$ cat src/rtl/updn_dec_pkg.sv
package updn_dec_pkg;
  localparam int DIG_W   = 4;
  localparam int DIG_TOP = 9;
  typedef logic [DIG_W-1:0] digit_t;
  typedef enum logic {DIR_UP = 1'b0, DIR_DN = 1'b1} dir_e;
endpackage

$ cat src/rtl/dec_toggle_net.sv
module dec_toggle_net
  import updn_dec_pkg::*;
(
  input  digit_t cur,
  input  logic   dn,
  output digit_t nxt
);
  logic   is_zero;
  digit_t tog;

  assign is_zero = (cur == '0);

  genvar i;
  generate
    for (i = 0; i < DIG_W; i++) begin : g_bit
      logic t_up, t_dn;
      if (i == 0) begin : g_lsb
        assign t_up = 1'b1;
        assign t_dn = 1'b1;
      end else if (i == 1) begin : g_b1
        // up: blocked at 9 so the wrap does not set bit 1
        assign t_up = cur[0] & ~cur[DIG_W-1];
        assign t_dn = ~cur[0] & ~is_zero;
      end else if (i == DIG_W - 1) begin : g_msb
        // up: also flips when leaving 9 (or 11/13/15); down: flips on 0 -> 9
        assign t_up = (&cur[i-1:0]) | (cur[0] & cur[DIG_W-1]);
        assign t_dn = (~|cur[i-1:0] & ~is_zero) | is_zero;
      end else begin : g_mid
        assign t_up = &cur[i-1:0];
        assign t_dn = ~|cur[i-1:0] & ~is_zero;
      end
      assign tog[i] = dn ? t_dn : t_up;
    end
  endgenerate

  assign nxt = cur ^ tog;
endmodule

$ cat src/rtl/dec_term_det.sv
module dec_term_det
  import updn_dec_pkg::*;
(
  input  digit_t cur,
  input  logic   dn,
  output logic   term
);
  localparam digit_t TOP_VAL = digit_t'(DIG_TOP);
  assign term = dn ? (cur == '0) : (cur == TOP_VAL);
endmodule

$ cat src/rtl/dec_rclk_gen.sv
module dec_rclk_gen (
  input  logic clk,
  input  logic term,
  input  logic en_n,
  output logic rclk_n
);
  assign rclk_n = ~(term & ~en_n & ~clk);
endmodule

$ cat src/rtl/updn_decade_ctr.sv
module updn_decade_ctr
  import updn_dec_pkg::*;
(
  input  logic             clk,
  input  logic             rst_n,
  input  logic             cnt_dn,
  input  logic             cnt_en_n,
  input  logic             ld,
  input  logic [DIG_W-1:0] ld_val,
  output logic [DIG_W-1:0] bcd_q,
  output logic             tc_flag,
  output logic             rip_clk_n
);
  localparam digit_t TOP_VAL = digit_t'(DIG_TOP);
  localparam digit_t LIM_VAL = digit_t'(DIG_TOP + 1);

  digit_t cnt_r, step_v;

  dec_toggle_net u_tog (.cur(cnt_r), .dn(cnt_dn), .nxt(step_v));
  dec_term_det   u_tc  (.cur(cnt_r), .dn(cnt_dn), .term(tc_flag));
  dec_rclk_gen   u_rc  (.clk(clk), .term(tc_flag), .en_n(cnt_en_n), .rclk_n(rip_clk_n));

  always_ff @(posedge clk or negedge rst_n) begin
    if (!rst_n)        cnt_r <= '0;
    else if (ld)       cnt_r <= ld_val;
    else if (!cnt_en_n) cnt_r <= step_v;
  end

  assign bcd_q = cnt_r;


  hold_chk: assert property (@(posedge clk) disable iff (!rst_n)
    (!ld && cnt_en_n) |=> $stable(bcd_q));


  load_chk: assert property (@(posedge clk) disable iff (!rst_n)
    ld |=> (bcd_q == $past(ld_val)));


  up_wrap_chk: assert property (@(posedge clk) disable iff (!rst_n)
    (!ld && !cnt_en_n && !cnt_dn && bcd_q == TOP_VAL) |=> (bcd_q == '0));


  dn_wrap_chk: assert property (@(posedge clk) disable iff (!rst_n)
    (!ld && !cnt_en_n && cnt_dn && bcd_q == '0) |=> (bcd_q == TOP_VAL));


  dec_range_chk: assert property (@(posedge clk) disable iff (!rst_n)
    (!ld && bcd_q < LIM_VAL) |=> (bcd_q < LIM_VAL));
endmodule

$ cat config.mk
export PLATFORM = sky130hd
export DESIGN_NAME = updn_decade_ctr
export DESIGN_NICKNAME = d
export VERILOG_FILES = /design/src/rtl/updn_dec_pkg.sv /design/src/rtl/dec_toggle_net.sv /design/src/rtl/dec_term_det.sv /design/src/rtl/dec_rclk_gen.sv /design/src/rtl/updn_decade_ctr.sv
export SDC_FILE = /design/constraint.sdc
export NUM_CORES = 1
export LEC_CHECK = 0
export BUFFER_PORTS_ARGS = -buffer_cell sky130_fd_sc_hd__buf_2
export CORE_AREA = 2 2 39 41
export DETAILED_ROUTE_END_ITERATION = 8
export DIE_AREA = 0 0 41 43
export GPL_ROUTABILITY_DRIVEN = 0
export GPL_TIMING_DRIVEN = 0
export PLACE_DENSITY = 0.65
export SLEW_MARGIN = 0
export SYNTH_ARGS = -nofsm -noshare
export SYNTH_HDL_FRONTEND = slang
export SYNTH_HIERARCHICAL = 1
export SYNTH_SLANG_ARGS = --single-unit
export TNS_END_PERCENT = 10
$ cat constraint.sdc
create_clock -name clk -period 1.6 [get_ports clk]
set_clock_uncertainty 0.2 [all_clocks]
set_input_delay 0.24 -clock clk [delete_from_list [all_inputs] [get_ports clk]]
set_output_delay 0.24 -clock clk [all_outputs]
set_load 0.01 [all_outputs]
# --- Yosys cells after proc, flatten, opt, wreduce, memory -nomap -nowiden ---
# Cells that the tools add are included.
# W data, S select, Z words.
totals:
  ff_bits: 4
  in_bits: 9
classes:
  n_eq_ne: 2
  muxes: 6
  bitwise_logic: 16
  n_reduce_logical: 7
ops:
  columns: ["cell", "n"]
  rows:
  - ["$mux W4", 2]
  - ["$and A1 B1 Y1", 7]
  - ["$not A1 Y1", 6]
  - ["$eq A4 B4 Y1 const B", 1]
  - ["$logic_not A4 Y1", 1]
  - ["$mux W1", 4]
  - ["$xor A4 B4 Y4", 1]
  - ["$reduce_and A3 Y1", 1]
  - ["$reduce_or A3 Y1", 1]
  - ["$logic_not A1 Y1", 2]
  - ["$ne A2 B1 Y1 const B", 1]
  - ["$or A1 B1 Y1", 2]
  - ["$reduce_and A2 Y1", 1]
  - ["$reduce_or A2 Y1", 1]

# --- Longest topological paths before layout ---
logic_depth:
  depth_word: 8
  depth_mapped: 6
  mapped_depth_nobuf: 5

# --- Hierarchy ---
# The synthesis kept the hierarchy.
modules_own_cells:
  columns: ["mod", "n_inst", "cells_per_inst", "area_per_inst_um2", "seq_area_each_um2"]
  rows:
  - ["updn_decade_ctr", 1, 17, 186.4, 100.1]
  - ["dec_toggle_net", 1, 23, 146.4, 0.0]
  - ["dec_term_det", 1, 3, 28.8, 0.0]
  - ["dec_rclk_gen", 1, 1, 8.8, 0.0]

==> run_results.csv <==
group,metric,value,unit
logic_synthesis,yosys_warnings,6,
floorplan,die_x,41,um
grt,grt_pass1_wl,1.69,mm
finish,fin_cells,93,
drt,wl_per_cell,11.0,um
worst_setup_path,cp_max_fo,2,
drt,final_antenna_net_count,0,
worst_hold_path,hold_path_class,"primary input to async pin",
worst_setup_path,startpoint_type,"flip-flop",
worst_setup_path,cp.arrival,1.88,ns
power_and_ir_drop,sw_frac_of_total,31.0,%
finish,final_area,653,um^2
worst_setup_path,critPathMaxStageDelay,0.40,ns
worst_setup_path,worstSetupEndpointType,"primary output",
sta,clock.fmax,432,MHz
clock_network,clock_latency,0.36,ns
worst_setup_path,cp_top_family,"simple AND/OR/NAND/NOR gates",
clock_network,cts_tree,"done",
logic_synthesis,synthMuxAreaShare,10.8,%
floorplan,initial_core_util,26.8,%
worst_setup_path,path_buf_inv,1,
floorplan,ios,15,
worst_setup_path,slowest_stage,"or3b_4",
logic_synthesis,synth-xor-area-share,0,%
finish,postLayoutCoreUtil,47.2,%
sta,finalCritPeriodShare,145,%
worst_setup_path,critPathKind,"flip-flop to primary output",
sta,setup_viol,5,
placement,io_buffers,14,
logic_synthesis,yosys.area_share.adder,0,%
placement,placed_area,464,um^2
floorplan,die-area,0.00176,mm^2
finish,nets,87,
placement,dp_hpwl,600,um
logic_synthesis,synthCells,44,
logic_synthesis,synth_top_family_by_area,"compound AO/OA/AOI/OAI gates",
power_and_ir_drop,p_int,0.000393,W
power_and_ir_drop,p_seq_share,23.7,%
drt,drc,0,
floorplan,core_area,0.00138,mm^2
grt,overflow,0,
run_status,status,"complete, but fails checks",
finish,nFillCells,134,
drt,vias_per_cell,4.90,
worst_setup_path,required,1.16,ns
sta,rsz0062_at_grt,"yes",
logic_synthesis,yosys.area_share.simple,26.7,%
worst_setup_path,reg2reg_slack,-0.07,ns
logic_synthesis,synth_cell_types,23,
sta,finalWorstSetupSlack,-0.717,ns
sta,drv_slew,0,
drt,drt_wl_total,1.02,mm
drt,vias,456,
drt,first_iter_violations,5,
power_and_ir_drop,p_clk_share,45.6,%
grt,grt_pass1_vias,474,
drt,drtPass1Iterations,4,
finish,final_layout_size_suffix_gt1_share,42.9,%
flow_run,max-cap-violations,0,
logic_synthesis,synth_nets,53,
power_and_ir_drop,p_comb_share,30.7,%
power_and_ir_drop,p_sw,0.000176,W
logic_synthesis,synth_compound_area_share,27.4,%
sta,tightest_slew,0.279,ns
finish,diodes,0,
grt,antenna_found_initial,0,
placement,dp.cells,74,
logic_synthesis,synth-seq-cells,4,
worst_setup_path,path_cells,"or3b_1 > a211oi_2 > or3b_4 > buf_6",
floorplan,rows,14,
grt,track_usage,15.7,%
power_and_ir_drop,ir_drop,0.455,mV
finish,areaGrowthSynthToFinish,76.4,%
clock_network,clk_pin_slew_worst_paths,0.04,ns
sta,slew_headroom,81.4,%
run_status,violations,"setup timing",
logic_synthesis,synth_area,370,um^2
logic_synthesis,synth_area_per_cell,8.42,um^2
power_and_ir_drop,power_leakage,0.303,nW
sta,finalCriticalPeriod,2.32,ns
floorplan,die_h,43,um
grt,grt_start_max_net_pins,11,
power_and_ir_drop,power_density,871,mW/mm^2
sta,hold_viol,0,
logic_synthesis,yosysSeqAreaShare,27.0,%
finish,largest_register_ffs,4,
[placed cells by master, fill, tap and decap left out]
master and n:
and2_1 1, buf_4 2, or3b_4 2, nand2_1 6, inv_1 3, buf_6 3
clkbuf_4 6, o211ai_2 1, buf_2 13, dlygate4sd3_1 10, or3b_1 1, dfrtp_2 2
nand2b_4 1, o221ai_1 1, nor4_2 1, a31oi_1 1, clkbuf_1 1, nor2_1 2
o32a_1 1, dfrtp_1 2, nand3b_1 1, mux2i_1 4, o21ai_1 7, a21oi_1 1
and2b_1 1, a211oi_2 1, a21boi_2 1, nand2b_1 1
[cells by family after synthesis]
| family | Yosys count |
|---|---|
| AND/OR/NAND/NOR | 17 |
| flip-flops | 4 |
| AO/OA/AOI/OAI | 14 |
| buffers and inverters | 5 |
| multiplexers | 4 |
[per-stage QoR]
step           hold WS, ns  power (W)  setup WS, ns  setup TNS, ns
2_1_floorplan       -0.256   0.000229        -0.371         -0.397
4_1_cts            0.00546   0.000570        -0.757          -1.25
3_5_place_dp        -0.150   0.000276        -0.412         -0.531
5_1_grt            0.00742   0.000611        -0.770          -1.42
3_3_place_gp        -0.150   0.000272        -0.402         -0.494
6_report            0.0131   0.000569        -0.717          -1.15
[routing by layer]
layer / track usage [%] / part of all wire, % / up-vias
met4: 23.3 / 4.6 / 0
met2: 20.0 / 49 / 17
met3: 4.71 / 4.6 / 5
li1: - / - / 224
met1: 15.5 / 41 / 210
met5: 0 / 0 / -
[synth_stat cells (all sizes together)]
cell    instances  share of area (%)
buf             2                5.1
nor2            2                2.0
nand3b          1                2.0
a31oi           1                1.7
o21ai           7                9.5
a21oi           1                1.4
o211ai          1                3.4
nor4            1                1.7
a21boi          1                3.0
or3b            3                7.8
o32a            1                2.7
and2b           1                2.0
mux2i           4                 11
nand2b          2                3.4
nand2           6                6.1
a211oi          1                3.4
dfrtp           4                 27
and2            1                1.7
o221ai          1                2.4
inv             3                3.0
[power by group through the flow]
stage           clock [W]  sequential, W  combinational, W
2_1_floorplan  0.00000421       0.000143         0.0000820
3_3_place_gp   0.00000551       0.000142          0.000125
3_5_place_dp   0.00000551       0.000141          0.000129
4_1_cts          0.000267       0.000132          0.000171
5_1_grt          0.000282       0.000136          0.000192
6_report         0.000259       0.000135          0.000175
[worst paths after layout]
kind                          start         to  cells after the start
max                        bcd_q[3]  rip_clk_n                      4
min                           rst_n   bcd_q[0]                      2
max reg2reg                bcd_q[0]   bcd_q[1]                      7
min reg2reg                bcd_q[0]   bcd_q[0]                      3
max in group asynchronous     rst_n   bcd_q[1]                      2
min in group clk           cnt_en_n   bcd_q[3]                      4
[layout make-up]
class                      instances  area, um^2  area share (%)
multi-input combinational         35         256            39.3
timing repair buffer              25         180            27.6
sequential                         4         103            15.7
clock buffer                       8        60.1            9.20
buffer                             2        22.5            3.45
tap                               16        20.0            3.07
inverter                           3        11.3            1.72
[timing repair]
item | 4_1_cts | 5_1_grt
pin swaps | 1 | 1
gates resized for setup | 4 | 4
hold buffers | 10 | 0
buffers inserted | 2 | 0
hold endpoints to repair | 8 | 0
endpoints found under the setup margin | 5 | 6
[worst register-to-register path, stage by stage (launching register included)]
cell      delay, ns
dfrtp_1        0.33
buf_4          0.13
buf_6          0.12
or3b_4         0.39
o211ai_2       0.07
a21boi_2       0.16
mux2i_1        0.08
o21ai_1        0.12
(Power assumes the default switching activity.)
